File: config.mk
export PLATFORM = sky130hd
export DESIGN_NAME = rob_commit_ctrl
export DESIGN_NICKNAME = d
export VERILOG_FILES = /design/src/rtl/rob_cmt_pkg.sv /design/src/rtl/rob_cmt_store.sv /design/src/rtl/rob_cmt_window.sv /design/src/rtl/rob_commit_ctrl.sv
export SDC_FILE = /design/constraint.sdc
export NUM_CORES = 1
export LEC_CHECK = 0
export BUFFER_PORTS_ARGS = -buffer_cell sky130_fd_sc_hd__buf_2
export CELL_PAD_IN_SITES_DETAIL_PLACEMENT = 0
export CELL_PAD_IN_SITES_GLOBAL_PLACEMENT = 1
export CORE_MARGIN = 3
export CORE_UTILIZATION = 40
export CTS_CLUSTER_DIAMETER = 200
export DETAILED_ROUTE_END_ITERATION = 10
export PLACE_DENSITY_LB_ADDON = 0.1
export SYNTH_ARGS = -nofsm -noshare
export SYNTH_HDL_FRONTEND = slang
export SYNTH_SLANG_ARGS = --single-unit
File: constraint.sdc
create_clock -name clk -period 7.6 [get_ports clk]
set_clock_uncertainty 0.1 [all_clocks]
set_input_delay 1.14 -clock clk [delete_from_list [all_inputs] [get_ports clk]]
set_output_delay 1.14 -clock clk [all_outputs]
set_load 0.005 [all_outputs]
File: src/rtl/rob_cmt_pkg.sv
package rob_cmt_pkg;

  typedef enum logic [2:0] {
    ST_RUN    = 3'd0,
    ST_IDLE   = 3'd1,
    ST_SQUASH = 3'd2,
    ST_TRAP   = 3'd3,
    ST_FTRAP  = 3'd4
  } ctl_state_e;

  // a is younger than b in a modulo-2^w sequence space
  function automatic logic seq_after(input logic [31:0] a, input logic [31:0] b,
                                     input int unsigned w);
    logic [31:0] d;
    d = (a - b) << (32 - w);
    return (d != 32'd0) && !d[31];
  endfunction

  // occupancy after one cycle of allocation, retirement and squash removal
  function automatic int unsigned occ_next(input int unsigned occ, input int unsigned add,
                                           input int unsigned ret, input int unsigned rm);
    return occ + add - ret - rm;
  endfunction

endpackage

File: src/rtl/rob_cmt_store.sv
module rob_cmt_store #(
  parameter int DEPTH = 8,
  parameter int SEQ_W = 8,
  parameter int RW    = 2,
  parameter int EW    = 2,
  localparam int IDX_W = $clog2(DEPTH)
) (
  input  logic                          clk,
  input  logic                          rst_n,
  input  logic                          wr_en,
  input  logic [RW-1:0]                 wr_vld,
  input  logic [IDX_W-1:0]              wr_base,
  input  logic [RW-1:0][SEQ_W-1:0]      wr_seq,
  input  logic [RW-1:0]                 wr_ns,
  input  logic [EW-1:0]                 cmp_vld,
  input  logic [EW-1:0][IDX_W-1:0]      cmp_idx,
  input  logic                          rel_set,
  input  logic [IDX_W-1:0]              rel_idx,
  output logic [DEPTH-1:0][SEQ_W-1:0]   ent_seq,
  output logic [DEPTH-1:0]              ent_ns,
  output logic [DEPTH-1:0]              ent_cmp,
  output logic [DEPTH-1:0]              ent_rel
);
  logic [RW-1:0][IDX_W-1:0] lane_idx;

  for (genvar i = 0; i < RW; i++) begin : g_lane
    assign lane_idx[i] = wr_base + IDX_W'(i);
  end

  always_ff @(posedge clk) begin
    if (wr_en) begin
      for (int i = 0; i < RW; i++) begin
        if (wr_vld[i]) ent_seq[lane_idx[i]] <= wr_seq[i];
      end
    end
  end

  always_ff @(posedge clk or negedge rst_n) begin
    if (!rst_n) begin
      ent_ns  <= '0;
      ent_cmp <= '0;
      ent_rel <= '0;
    end else begin
      for (int j = 0; j < EW; j++) begin
        if (cmp_vld[j]) ent_cmp[cmp_idx[j]] <= 1'b1;
      end
      if (rel_set) ent_rel[rel_idx] <= 1'b1;
      if (wr_en) begin
        for (int i = 0; i < RW; i++) begin
          if (wr_vld[i]) begin
            ent_ns[lane_idx[i]]  <= wr_ns[i];
            ent_cmp[lane_idx[i]] <= 1'b0;
            ent_rel[lane_idx[i]] <= 1'b0;
          end
        end
      end
    end
  end
endmodule

File: src/rtl/rob_cmt_window.sv
// Picks a contiguous run of qualifying entries starting at a pointer,
// walking upward (retire from head) or downward (squash from tail).
module rob_cmt_window #(
  parameter int DEPTH  = 8,
  parameter int LANES  = 2,
  parameter bit DIR_UP = 1'b1,
  localparam int IDX_W = $clog2(DEPTH),
  localparam int CNT_W = IDX_W + 1,
  localparam int N_W   = $clog2(LANES + 1)
) (
  input  logic                      en,
  input  logic [IDX_W-1:0]          start,
  input  logic [CNT_W-1:0]          avail,
  input  logic [DEPTH-1:0]          ok,
  output logic [LANES-1:0][IDX_W-1:0] lane_idx,
  output logic [LANES-1:0]          take,
  output logic [N_W-1:0]            n_take
);
  for (genvar l = 0; l < LANES; l++) begin : g_idx
    if (DIR_UP) begin : g_up
      assign lane_idx[l] = start + IDX_W'(l);
    end else begin : g_dn
      assign lane_idx[l] = start - IDX_W'(l);
    end
  end

  always_comb begin
    logic run;
    run = en;
    for (int l = 0; l < LANES; l++) begin
      run = run && (CNT_W'(l) < avail) && ok[lane_idx[l]];
      take[l] = run;
    end
  end

  assign n_take = N_W'($countones(take));
endmodule

File: src/rtl/rob_commit_ctrl.sv
module rob_commit_ctrl
  import rob_cmt_pkg::*;
#(
  parameter int DEPTH        = 8,
  parameter int SEQ_W        = 8,
  parameter int COMMIT_WIDTH = 2,
  parameter int RENAME_WIDTH = 2,
  parameter int EXEC_WIDTH   = 2,
  parameter int SQUASH_WIDTH = 2,
  localparam int IDX_W = $clog2(DEPTH),
  localparam int CNT_W = IDX_W + 1,
  localparam int RC_W  = $clog2(RENAME_WIDTH + 1),
  localparam int CC_W  = $clog2(COMMIT_WIDTH + 1),
  localparam int SC_W  = $clog2(SQUASH_WIDTH + 1)
) (
  input  logic                                 clk,
  input  logic                                 rst_n,
  input  logic [RENAME_WIDTH-1:0]              alloc_vld,
  input  logic [RENAME_WIDTH-1:0]              alloc_nonspec,
  input  logic [RENAME_WIDTH-1:0][SEQ_W-1:0]   alloc_seq,
  output logic [IDX_W-1:0]                     alloc_idx,
  input  logic [EXEC_WIDTH-1:0]                done_vld,
  input  logic [EXEC_WIDTH-1:0][IDX_W-1:0]     done_idx,
  input  logic                                 squash_req,
  input  logic [SEQ_W-1:0]                     squash_seq,
  input  logic                                 trap_req,
  input  logic                                 stores_pending,
  input  logic                                 ftrap_req,
  output logic                                 head_vld,
  output logic [SEQ_W-1:0]                     head_seq,
  output logic [COMMIT_WIDTH-1:0]              retire_vld,
  output logic [COMMIT_WIDTH-1:0][SEQ_W-1:0]   retire_seq,
  output logic                                 release_vld,
  output logic [SEQ_W-1:0]                     release_seq,
  output logic [CNT_W-1:0]                     free_cnt,
  output logic                                 free_upd,
  output logic                                 squash_done,
  output logic                                 trap_fire,
  output logic [2:0]                           ctrl_state
);
  ctl_state_e st_q, st_d;
  logic [IDX_W-1:0] head_q, tail_q;
  logic [CNT_W-1:0] count_q, count_d;
  logic [SEQ_W-1:0] tgt_q, tgt_d;
  logic             all_q, all_d;
  logic             upd_q;

  logic [DEPTH-1:0][SEQ_W-1:0] ent_seq;
  logic [DEPTH-1:0] ent_ns, ent_cmp, ent_rel;

  // named internal events
  logic [RC_W-1:0] n_alloc;
  logic            alloc_go;
  logic            retire_en;
  logic            rel_fire;
  logic [CC_W-1:0] n_ret;
  logic [SC_W-1:0] n_rm;
  logic [DEPTH-1:0] ret_ok, sq_ok;
  logic [COMMIT_WIDTH-1:0][IDX_W-1:0] ret_idx;
  logic [SQUASH_WIDTH-1:0][IDX_W-1:0] rm_idx;
  logic [SQUASH_WIDTH-1:0] rm_take;
  logic in_squash;

  assign n_alloc   = RC_W'($countones(alloc_vld));
  assign free_cnt  = CNT_W'(DEPTH) - count_q;
  assign alloc_go  = (st_q == ST_RUN) && (n_alloc != '0) && (CNT_W'(n_alloc) <= free_cnt);
  assign retire_en = ((st_q == ST_RUN) && !trap_req) || (st_q == ST_FTRAP);
  assign in_squash = (st_q == ST_SQUASH);
  assign head_vld  = (count_q != '0);
  assign head_seq  = ent_seq[head_q];
  assign alloc_idx = tail_q;

  rob_cmt_store #(.DEPTH(DEPTH), .SEQ_W(SEQ_W), .RW(RENAME_WIDTH), .EW(EXEC_WIDTH)) u_store (
    .clk(clk), .rst_n(rst_n),
    .wr_en(alloc_go), .wr_vld(alloc_vld), .wr_base(tail_q),
    .wr_seq(alloc_seq), .wr_ns(alloc_nonspec),
    .cmp_vld(done_vld), .cmp_idx(done_idx),
    .rel_set(rel_fire), .rel_idx(head_q),
    .ent_seq(ent_seq), .ent_ns(ent_ns), .ent_cmp(ent_cmp), .ent_rel(ent_rel)
  );

  for (genvar e = 0; e < DEPTH; e++) begin : g_qual
    assign ret_ok[e] = ent_cmp[e] && (!ent_ns[e] || ent_rel[e]);
    assign sq_ok[e]  = all_q || seq_after(32'(ent_seq[e]), 32'(tgt_q), SEQ_W);
  end

  rob_cmt_window #(.DEPTH(DEPTH), .LANES(COMMIT_WIDTH), .DIR_UP(1'b1)) u_retire (
    .en(retire_en), .start(head_q), .avail(count_q), .ok(ret_ok),
    .lane_idx(ret_idx), .take(retire_vld), .n_take(n_ret)
  );

  rob_cmt_window #(.DEPTH(DEPTH), .LANES(SQUASH_WIDTH), .DIR_UP(1'b0)) u_squash (
    .en(in_squash), .start(tail_q - IDX_W'(1)), .avail(count_q), .ok(sq_ok),
    .lane_idx(rm_idx), .take(rm_take), .n_take(n_rm)
  );

  for (genvar c = 0; c < COMMIT_WIDTH; c++) begin : g_rseq
    assign retire_seq[c] = ent_seq[ret_idx[c]];
  end

  assign rel_fire    = retire_en && head_vld && ent_ns[head_q] && !ent_rel[head_q] && !ent_cmp[head_q];
  assign release_vld = rel_fire;
  assign release_seq = ent_seq[head_q];
  assign squash_done = in_squash && (n_rm == '0);
  assign trap_fire   = ((st_q == ST_TRAP) && !stores_pending) || ((st_q == ST_FTRAP) && !head_vld);
  assign ctrl_state  = ((st_q == ST_RUN) && !head_vld) ? 3'(ST_IDLE) : 3'(st_q);
  assign free_upd    = upd_q;

  always_comb begin
    st_d  = st_q;
    tgt_d = tgt_q;
    all_d = all_q;
    unique case (st_q)
      ST_RUN: begin
        if (squash_req) begin
          st_d = ST_SQUASH; tgt_d = squash_seq; all_d = 1'b0;
        end else if (trap_req && head_vld) begin
          st_d = ST_TRAP;
        end else if (ftrap_req) begin
          st_d = ST_FTRAP;
        end
      end
      ST_SQUASH: if (n_rm == '0) st_d = ST_RUN;
      ST_TRAP:   if (!stores_pending) begin st_d = ST_SQUASH; all_d = 1'b1; end
      ST_FTRAP:  if (!head_vld) st_d = ST_RUN;
      default:   st_d = ST_RUN;
    endcase
  end

  assign count_d = CNT_W'(occ_next(int'(count_q), alloc_go ? int'(n_alloc) : 0,
                                   int'(n_ret), int'(n_rm)));

  always_ff @(posedge clk or negedge rst_n) begin
    if (!rst_n) begin
      st_q    <= ST_RUN;
      head_q  <= '0;
      tail_q  <= '0;
      count_q <= '0;
      tgt_q   <= '0;
      all_q   <= 1'b0;
      upd_q   <= 1'b0;
    end else begin
      st_q    <= st_d;
      tgt_q   <= tgt_d;
      all_q   <= all_d;
      head_q  <= head_q + IDX_W'(n_ret);
      tail_q  <= tail_q + (alloc_go ? IDX_W'(n_alloc) : '0) - IDX_W'(n_rm);
      count_q <= count_d;
      upd_q   <= (count_d != count_q);
    end
  end

  // occupancy bounded by the buffer depth
  p_no_overflow_r4: assert property (@(posedge clk) disable iff (!rst_n)
    count_q <= CNT_W'(DEPTH));

  // lane 0 only retires a completed head
  p_retire_complete_r1: assert property (@(posedge clk) disable iff (!rst_n)
    retire_vld[0] |-> ent_cmp[head_q]);

  // a release is not repeated for the same entry
  p_release_once_r2: assert property (@(posedge clk) disable iff (!rst_n)
    release_vld |=> (!release_vld || (release_seq != $past(release_seq))));

  // a non-speculative head retires only after its release
  p_ns_released_r3: assert property (@(posedge clk) disable iff (!rst_n)
    (retire_vld[0] && ent_ns[head_q]) |-> ent_rel[head_q]);

  // squash removes a bounded number per cycle and never grows occupancy
  p_squash_rate_r6: assert property (@(posedge clk) disable iff (!rst_n)
    in_squash |=> ((CNT_W+1)'(count_q) + (CNT_W+1)'(SQUASH_WIDTH) >= (CNT_W+1)'($past(count_q))));
  p_squash_shrink_r6: assert property (@(posedge clk) disable iff (!rst_n)
    in_squash |=> (count_q <= $past(count_q)));

  // without the strobe the free count holds
  p_free_hold_r7: assert property (@(posedge clk) disable iff (!rst_n)
    !free_upd |-> $stable(free_cnt));

  // a trap never proceeds while stores are outstanding
  p_trap_wait_r8: assert property (@(posedge clk) disable iff (!rst_n)
    ((st_q == ST_TRAP) && stores_pending) |-> !trap_fire);

  // Idle only with an empty buffer
  p_idle_empty_r10: assert property (@(posedge clk) disable iff (!rst_n)
    (ctrl_state == 3'(ST_IDLE)) |-> (free_cnt == CNT_W'(DEPTH)));
endmodule

==> results of run 1 <==
==> metrics by stage <==
step | worst slack [ns] | instance area, um^2 | hold slack, ns | cells
6_report | 1.46 | 10900 | 0.388 | 1467
5_1_grt | 0.943 | 10900 | 0.421 | 1467
4_1_cts | 1.44 | 10900 | 0.395 | 1467
3_5_place_dp | 1.46 | 10600 | 0.376 | 1451
3_3_place_gp | 1.56 | 10600 | 0.367 | 1451
2_1_floorplan | 0.866 | 9970 | 0.351 | 1094
==> Yosys cell counts (3+ instances only) <==
cell type | instances | area share (%)
clkbuf_1 | 32 | 1.2
a2111oi_0 | 3 | 0.26
a211o_1 | 4 | 0.35
a221oi_1 | 9 | 0.79
mux4_2 | 17 | 3.8
xnor2_1 | 28 | 2.5
buf_4 | 18 | 1.4
o2111ai_1 | 7 | 0.61
ha_1 | 75 | 9.4
a22o_1 | 8 | 0.70
a31oi_1 | 5 | 0.31
nor2_1 | 74 | 2.8
mux2_2 | 12 | 1.4
nor3b_1 | 10 | 0.75
edfxtp_1 | 64 | 19
a22oi_1 | 21 | 1.6
o211ai_1 | 9 | 0.68
nand2_1 | 103 | 3.9
inv_1 | 65 | 2.4
mux2i_1 | 76 | 7.6
nand2b_1 | 21 | 1.3
dfrtp_1 | 47 | 12
o22ai_1 | 7 | 0.44
clkbuf_2 | 8 | 0.40
o21a_1 | 11 | 0.83
o21ai_0 | 99 | 5.0
xor2_1 | 16 | 1.4
buf_1 | 17 | 0.64
nor4_1 | 5 | 0.31
nand4_1 | 9 | 0.56
and3_1 | 8 | 0.50
nand3b_1 | 6 | 0.45
a21o_1 | 8 | 0.60
or3_1 | 3 | 0.19
nand3_1 | 25 | 1.3
o211a_1 | 3 | 0.30
nor2b_1 | 15 | 0.94
nor3_1 | 26 | 1.3
a21oi_1 | 59 | 3.0
o32ai_1 | 6 | 0.53
fa_1 | 15 | 3.0
==> kinds of logic (layout without fill, tap and decap cells) <==
family,after synthesis,count (layout),share of synthesized area (%)
xor+xnor,44,44,3.86
mux,105,105,12.8
buf+inv,143,192,6.26
flops,111,111,31.1
compound gates,283,283,18.2
fa+ha+maj,90,90,12.4
simple gates,318,318,15.3
==> worst max-delay path by stage <==
stage	slack (ns)	cells past startpoint	startpoint	to
after global placement	1.56	19	tgt_q[1]	free_upd
final	1.46	19	tgt_q[1]	free_upd
after detailed placement	1.46	19	tgt_q[1]	free_upd
after CTS	1.44	19	tgt_q[1]	free_upd
after floorplan	0.87	17	alloc_vld[0]	free_upd
after global routing	0.94	19	tgt_q[1]	free_upd
==> state kept, by name, indices dropped and copies added, names as in the netlist <==
register	flops
count_q	4
alloc_idx	3
st_q	3
head_q	3
tgt_q	8
u_store.ent_rel	8
u_store.ent_seq	64
u_store.ent_cmp	8
u_store.ent_ns	8
free_upd	1
all_q	1
==> worst min-delay path: stages (launching register included) <==
cell,delay (ns)
dfrtp_1,0.34
a21oi_1,0.04
nor2_1,0.07
==> routing by layer <==
layer  GRT usage, %  vias up  wire (um)
met5              0        -          0
met4           8.27        0       1030
met3           4.14       47       1970
met2           40.7      312      15500
met1           35.5     4175      15400
li1               -     4080          -
==> cell type report <==
class	count	area (um^2)	area share (%)
Multi-Input combinational cell	840	6290	57.5
Clock inverter	7	72.6	0.663
Tap cell	324	405	3.70
Clock buffer	9	225	2.06
Sequential cell	111	3100	28.3
Inverter	65	244	2.23
Timing Repair Buffer	111	608	5.56
==> run_results.csv, run 1 <==
group,metric,value,unit
clocking,cts_tree,"yes",
clocking,cts_setup_buffers,0,
clocking,cts.path.max_buffers,2,
logic_synthesis,ys_async_sr_fraction,42.3,%
die,die-area,26900,um^2
clocking,cts_num_sinks,111,
cells_and_area,final_cell_mix,"103 x nand2_1, 99 x o21ai_0, 90 x buf_2",
critical_path,crit_family,"adder cells",
cells_and_area,drive_above_1_share,15.2,%
detailed_routing,ant_nets,0,
run_status,status,"finished clean",
logic_synthesis,synth.avg_cell_area,9.12,um^2
critical_path,rr_endpoint,"free_upd",
critical_path,critPathKind,"flip-flop to flip-flop",
worst_hold_path,hold_path.class,"flip-flop to flip-flop",
sta,tightest_slew,1.01,ns
die,core_area,24400,um^2
detailed_routing,vias,8614,
detailed_routing,drcViolationCount,0,
grt,track_usage,25.5,%
critical_path,cp-end-kind,"flip-flop",
clocking,cts_resized,0,
sta,rsz0062_at_grt,"false",
placement,hpwl,25100,um
critical_path,crit_buf_inv,1,
cells_and_area,fillers,2488,
clocking,clkTransAtPathRegs,0.08,ns
critical_path,critical_path.most_common_cell,"fa_1",
worst_hold_path,worstHoldEndpoint,"u_store.ent_rel[6]",
placement,routabilityCongestion,0.930,
die,initial_core_util,40.9,%
sta,fin_crit_sh,80.7,%
clocking,cts_made_buffers,9,
critical_path,arrival,6.28,ns
detailed_routing,vias_per_cell,5.87,
logic_synthesis,synth-seq-area-share,31.1,%
detailed_routing,drt_pass1_iterations,5,
logic_synthesis,synth-edff-count,64,
critical_path,crit_slowest_cell,"dfrtp_1",
die,die-height,164,um
clocking,clock_latency,0.37,ns
logic_synthesis,yosysWarnings,0,
critical_path,reg2regPathDepth,19,
cells_and_area,post-route-util,44.9,%
run,max_cap_viol_count,0,
sta,setup_violations,0,
grt,antenna_found_initial,0,
logic_synthesis,yosysUniqueCellTypes,72,
sta,hold_viol,0,
cells_and_area,antenna_cells,0,
sta,final.setup.tns,0,ns
critical_path,slowest_delay,0.76,ns
sta,slew_headroom,32.4,%
cells_and_area,layout_commonest_cell,"nand2_1",
logic_synthesis,ys_seq_elements,111,
critical_path,start_kind,"flip-flop",
die,chipWidth,164,um
critical_path,crit_chain,"inv_1 > ha_1 > nor2b_1 > o2111ai_1 > and3_1 > o31a_1 > o32ai_1 > nor2_1 > o32ai_1 > o22ai_2 > o2111a_1 > ha_1 > fa_1 > fa_1 > nand3b_1 > fa_1 > xnor2_1 > xnor2_1 > nand4_1",
sta,fin_crit,6.14,ns
grt,grt_max_degree,66,
sta,drv_slew,0,
logic_synthesis,synthCells,1094,
logic_synthesis,synth_area,9970,um^2
worst_hold_path,whs_path_depth,2,
die,ios,91,
sta,fmax,163,MHz
critical_path,r2r_setup_slack,1.46,ns
grt,grt_pass1_vias,8096,
clocking,ctsHoldBuffers,0,
critical_path,worst-path-max-fanout,9,
clocking,h-tree-depth,3,
detailed_routing,totalWireLength,33900,um
die,num_rows,57,
grt,grt_pass1_wl,51300,um
grt,grt-ovfl-total,0,
worst_hold_path,hp-start,"u_store.ent_rel[6]",
clocking,cts_root_buffer,"clkbuf_16",
critical_path,cp.required,7.74,ns
logic_synthesis,syn-num-nets,1226,
placement,io_buffer_count,90,
logic_synthesis,ys.flop_type,"edfxtp_1",
cells_and_area,finalNetCount,1270,
detailed_routing,wl_per_cell,23.1,um
cells_and_area,areaGrowthSynthToFinish,9.76,%
critical_path,rr_startpoint,"tgt_q[1]",
detailed_routing,drtIter0Drc,773,
Power of run 1 is left out: the tool's default activity adds up to more than one toggle a clock period on the data nets, which glitch-free logic cannot reach.
==> run 2, diff against run 1 <==
- ABC_AREA: unset -> 1
- clock period: 7.6 -> 5.72 ns (I/O delays scaled with it)
==> run 2 against run 1 <==
Effect of this change: critical path depth rose by 9; global-route usage rose by 1.2 points; flip-flop and latch count did not move; hold slack improved by 0.011 ns; design area rose by 7.9%; core utilization rose by 0.073 points; register-to-register slack got worse by 1.1 ns; cell count rose by 37%; routed wire length rose by 14%; count of clock-buffer cells in the layout rose by 1; setup slack got worse by 1.1 ns.
==> run_results.csv, run 2 <==
group,metric,value,unit
sta,fmax,185,MHz
logic_synthesis,yosysUniqueCellTypes,49,
clocking,ctsHoldBuffers,0,
grt,antenna_found_initial,2,
critical_path,worst-path-max-fanout,8,
placement,pre_cts_ws,0.169,ns
critical_path,arrival,5.54,ns
run_status,status,"finished clean",
placement,placedCellCount,1987,
logic_synthesis,ys.flop_type,"edfxtp_1",
sta,setup_violations,0,
logic_synthesis,yosysWarnings,0,
cells_and_area,final_cell_mix,"437 x nand2_1, 260 x inv_1, 208 x o21ai_0",
clocking,cts_made_buffers,9,
detailed_routing,wl_met1,17100,um
cells_and_area,largest_reg_flops,64,
clocking,h-tree-depth,3,
critical_path,critical_path.most_common_cell,"nand2_1",
logic_synthesis,synth.avg_cell_area,6.71,um^2
logic_synthesis,synthTopCellsByCount,"439 x nand2_1, 262 x inv_1, 208 x o21ai_0",
clocking,cts_root_buffer,"clkbuf_16",
cells_and_area,antenna_cells,0,
clocking,cts_num_sinks,111,
die,initial_core_util,41.0,%
cells_and_area,drive_above_1_share,9.35,%
clocking,cts_tree,"yes",
sta,setup_slack,0.325,ns
logic_synthesis,syn-num-nets,1737,
sta,rsz0062_at_grt,"false",
critical_path,cp.required,5.87,ns
grt,grt-ovfl-total,0,
logic_synthesis,ys_async_sr_fraction,42.3,%
logic_synthesis,yosysMostFrequentCell,"nand2_1",
cells_and_area,finalNetCount,1796,
sta,drv_slew,0,
worst_hold_path,whs_path_depth,2,
detailed_routing,drt_pass1_iterations,5,
worst_hold_path,hold_path.class,"flip-flop to flip-flop",
grt,grt_max_degree,73,
clocking,clkTransAtPathRegs,0.08,ns
die,die-area,28900,um^2
die,ios,91,
clocking,clock_latency,0.36,ns
cells_and_area,stdcell_count,2004,
cells_and_area,areaGrowthSynthToFinish,9.74,%
placement,io_buffer_count,90,
sta,fin_crit,5.39,ns
critical_path,crit_family,"adder cells",
detailed_routing,ant_nets,0,
detailed_routing,wl_per_cell,19.3,um
clocking,cts.path.max_buffers,2,
die,core_area,26300,um^2
critical_path,start_kind,"flip-flop",
sta,slew_headroom,14.1,%
detailed_routing,vias_per_cell,5.46,
detailed_routing,top_layer_used,"met5",
run,max_cap_viol_count,0,
cells_and_area,layout_commonest_cell,"nand2_1",
placement,routabilityCongestion,0.924,
sta,hold_viol,0,
logic_synthesis,synth-seq-area-share,28.8,%
critical_path,cp-end-kind,"flip-flop",
logic_synthesis,synth-edff-count,64,
detailed_routing,drtIter0Drc,1113,
logic_synthesis,synthCells,1605,
detailed_routing,drcViolationCount,0,
detailed_routing,wl_met2,17600,um
logic_synthesis,synth_area_leaders,"edfxtp_1 18%, nand2_1 15%, dfrtp_1 11%",
sta,tightest_slew,1.28,ns
logic_synthesis,ys_seq_elements,111,
logic_synthesis,synth_top_cell_area_share,17.9,%
sta,final.setup.tns,0,ns
critical_path,crit_slowest_cell,"fa_1",
die,die-height,170,um
critical_path,reg2regPathDepth,28,
die,chipWidth,170,um
detailed_routing,vias,10900,
critical_path,critPathKind,"flip-flop to flip-flop",
critical_path,crit_buf_inv,4,
logic_synthesis,synth_area,10800,um^2
die,num_rows,59,
detailed_routing,totalWireLength,38700,um
cells_and_area,fillers,2831,
logic_synthesis,synth_top_area_cell,"edfxtp_1",
grt,track_usage,26.7,%
detailed_routing,dr_wl_met3,3070,um
critical_path,cp.depth,28,
sta,fin_crit_sh,94.3,%
grt,grt_pass1_wl,59000,um
placement,hpwl,29900,um
critical_path,slowest_delay,0.60,ns
grt,grt_pass1_vias,10200,
==> run 2: repair_timing <==
item,4_1_cts,5_1_grt
gates resized for setup,0,7
buffers inserted,0,1
setup endpoints to repair,0,1
==> run 2: final cells by class <==
cell class / instances / area (um^2) / area share, %
clock buffers: 10 / 250 / 2.12
clock inverters: 6 / 57.6 / 0.487
inverters: 269 / 1010 / 8.58
multi-input cells: 1160 / 6350 / 53.8
flip-flops and latches: 111 / 3100 / 26.2
well taps: 335 / 419 / 3.55
repair buffers: 113 / 623 / 5.27
==> run 2: cell families (layout without fill, tap and decap cells) <==
logic type               Yosys count  after routing  share of synthesized area (%)
multiplexers                       3              3                          0.302
AND/OR/NAND/NOR                  684            684                           26.5
XOR/XNOR                          27             27                           2.20
AO/OA/AOI/OAI                    356            356                           18.3
adder cells (fa/ha/maj)           90             90                           11.5
flip-flops                       111            111                           28.8
buffers and inverters            334            398                           12.4
==> run 2: metrics by stage <==
stage	area [um^2]	utilization, %	hold slack, ns
5_1_grt	11800	44.9	0.440
3_5_place_dp	11500	43.7	0.385
4_1_cts	11800	44.8	0.404
2_1_floorplan	10800	-	0.355
3_3_place_gp	11500	43.7	0.376
6_report	11800	44.9	0.399
==> run 2: path summary, 6_finish.rpt <==
path / slack (ns) / startpoint / endpoint
hold reg to reg: 0.40 / u_store.ent_rel[6] / u_store.ent_rel[6]
max in group asynchronous: 4.59 / rst_n / tgt_q[0]
setup reg to reg: 0.33 / tgt_q[2] / free_upd
min in group asynchronous: 0.47 / rst_n / st_q[1]
setup / recovery: 0.33 / tgt_q[2] / free_upd
hold / removal: 0.40 / u_store.ent_rel[6] / u_store.ent_rel[6]
==> run 2: worst register-to-register path, delay by kind of cell (launching register included) <==
family,cells,cell delay (ns)
adders and majority gates,5,2.10
and+or+nand+nor,14,1.42
xor gates and xnor gates,3,0.50
buffers and inverters,4,0.42
DFF,1,0.38
AOI/OAI and AO/OA,2,0.35
==> run 2: layer usage <==
| metal | GRT usage (%) | up-vias |
|---|---|---|
| li1 | - | 5393 |
| met1 | 37.2 | 5064 |
| met2 | 43.4 | 435 |
| met3 | 4.62 | 49 |
| met4 | 6.77 | 4 |
| met5 | 0 | - |
Power of run 2 is left out for the same reason.
==> run 3, diff against run 2 <==
- ABC_AREA: 1 -> 0
==> run 3 against run 2 <==
Effect of this change: global-route usage down 1.6 points; count of clock-buffer cells in the layout up 1; sequential share of layout area up 1.5 points; maximum frequency down 0.36%; register-to-register slack got worse by 0.02 ns; critical path type unchanged; critical endpoint unchanged.
==> run_results.csv, run 3 (same netlist as run 1, synthesis figures left out) <==
group,metric,value,unit
sta,drv_slew,0,
sta,setup_violations,0,
cells_and_area,fillers,2453,
critical_path,cp-end-kind,"flip-flop",
die,num_rows,57,
worst_hold_path,hold_path.class,"flip-flop to flip-flop",
clocking,cts_made_buffers,9,
critical_path,slowest_delay,0.60,ns
grt,grt_pass1_wl,50800,um
run,max_cap_viol_count,0,
detailed_routing,wl_met1,15000,um
clocking,clock_latency,0.37,ns
sta,final.setup.tns,0,ns
critical_path,rr_startpoint,"tgt_q[4]",
cells_and_area,antenna_cells,0,
sta,hold_viol,0,
sta,tightest_slew,1.23,ns
die,initial_core_util,40.9,%
grt,grt_max_degree,74,
detailed_routing,totalWireLength,33500,um
critical_path,crit_start,"tgt_q[4]",
sta,slew_headroom,17.9,%
critical_path,arrival,5.56,ns
die,die-height,164,um
critical_path,r2r_setup_slack,0.31,ns
critical_path,critPathKind,"flip-flop to flip-flop",
die,chipWidth,164,um
critical_path,rr_endpoint,"free_upd",
sta,rsz0062_at_grt,"false",
cells_and_area,finalNetCount,1291,
placement,io_buffer_count,90,
detailed_routing,dr_wl_met3,1880,um
detailed_routing,vias_per_cell,5.81,
grt,antenna_found_initial,0,
cells_and_area,drive_above_1_share,17.4,%
die,ios,91,
detailed_routing,drt_pass1_iterations,5,
detailed_routing,wl_met2,15500,um
sta,fin_crit,5.41,ns
die,core_area,24400,um^2
placement,hpwl,24900,um
die,die-area,26900,um^2
grt,grt_pass1_vias,8166,
detailed_routing,drtIter0Drc,692,
critical_path,crit_slowest_cell,"fa_1",
grt,grt-ovfl-total,0,
clocking,cts.path.max_buffers,2,
critical_path,reg2regPathDepth,17,
critical_path,start_kind,"flip-flop",
clocking,clkTransAtPathRegs,0.08,ns
sta,fmax,185,MHz
clocking,cts_root_buffer,"clkbuf_16",
detailed_routing,vias,8646,
placement,routabilityCongestion,0.973,
detailed_routing,top_layer_used,"met4",
detailed_routing,drcViolationCount,0,
clocking,cts_tree,"yes",
run_status,status,"finished clean",
sta,fin_crit_sh,94.7,%
grt,track_usage,25.2,%
critical_path,crit_chain,"inv_1 > ha_1 > and2_4 > or4_4 > o22ai_2 > xnor2_1 > a2111oi_2 > a31oi_1 > o22ai_2 > o2111a_1 > ha_1 > fa_1 > fa_1 > nand3b_1 > fa_2 > xor2_1 > nand4_1",
detailed_routing,wl_per_cell,22.5,um
cells_and_area,layout_commonest_cell,"nand2_1",
clocking,h-tree-depth,3,
cells_and_area,largest_reg_flops,64,
clocking,cts_num_sinks,111,
detailed_routing,ant_nets,0,
critical_path,critPathCapture,"free_upd",
critical_path,cp.required,5.86,ns
clocking,ctsHoldBuffers,0,
cells_and_area,areaGrowthSynthToFinish,12.0,%
critical_path,worst-path-max-fanout,7,
cells_and_area,final_cell_mix,"103 x nand2_1, 95 x o21ai_0, 90 x buf_2",
## run 3: changes by cell type in the layout (fill, tap and decap cells not counted), sizes merged, moves of 16 or more
| cell | change |
|---|---|
| nor2 | -28 |
| nand3 | -67 |
| mux4 | +17 |
| o21ai | -109 |
| buf | +19 |
| a31oi | -16 |
| nor3 | +20 |
| a22oi | +18 |
| mux2i | +75 |
| nand4 | -19 |
| nand2b | +21 |
| nand2 | -338 |
| inv | -202 |
## run 3: critical path: cells and delay by family (launching register included)
family,cells,cell delay [ns]
buf+inv,1,0.30
fa+ha+maj,5,2.21
flops,1,0.36
compound gates,5,1.11
xor+xnor,2,0.30
simple gates,4,0.90
## run 3: cell type report
class	instances	area, um^2	area share [%]
Timing Repair Buffer	132	778	6.97
Inverter	65	248	2.22
Clock buffer	11	254	2.28
Sequential cell	111	3100	27.8
Multi-Input combinational cell	840	6340	56.8
Clock inverter	5	42.5	0.381
Tap cell	324	405	3.63
## run 3: routing by layer
| layer | GRT usage (%) | vias up |
|---|---|---|
| li1 | - | 4127 |
| met1 | 34.0 | 4198 |
| met2 | 40.7 | 274 |
| met3 | 4.59 | 47 |
| met4 | 8.80 | 0 |
| met5 | 0 | - |
## run 3: repair_timing
item	in CTS	in global routing
setup buffers	0	5
hold endpoints to repair	0	0
resized for setup	0	16
setup endpoints to repair	0	1
## run 3: metrics by stage
stage	std cells	hold slack (ns)	setup WS [ns]	utilization (%)	area, um^2
floorplan	1094	0.351	0.382	-	9970
global placement	1467	0.370	0.268	44.2	10800
detailed placement	1467	0.376	0.197	44.2	10800
CTS	1483	0.396	0.159	45.4	11100
global route	1488	0.433	0.00790	45.8	11200
finish	1488	0.391	0.306	45.8	11200
## run 3: how the worst min path moves through the flow
| stage | start | endpoint | slack, ns | cells after the start |
|---|---|---|---|---|
| floorplan | u_store.ent_ns[5] | u_store.ent_ns[5] | 0.35 | 2 |
| global placement | u_store.ent_ns[6] | u_store.ent_ns[6] | 0.37 | 2 |
| detailed placement | u_store.ent_rel[4] | u_store.ent_rel[4] | 0.38 | 2 |
| CTS | u_store.ent_rel[4] | u_store.ent_rel[4] | 0.40 | 2 |
| global route | u_store.ent_rel[7] | u_store.ent_rel[7] | 0.43 | 2 |
| finish | u_store.ent_rel[0] | u_store.ent_rel[0] | 0.39 | 2 |
Power of run 3 is left out for the same reason.
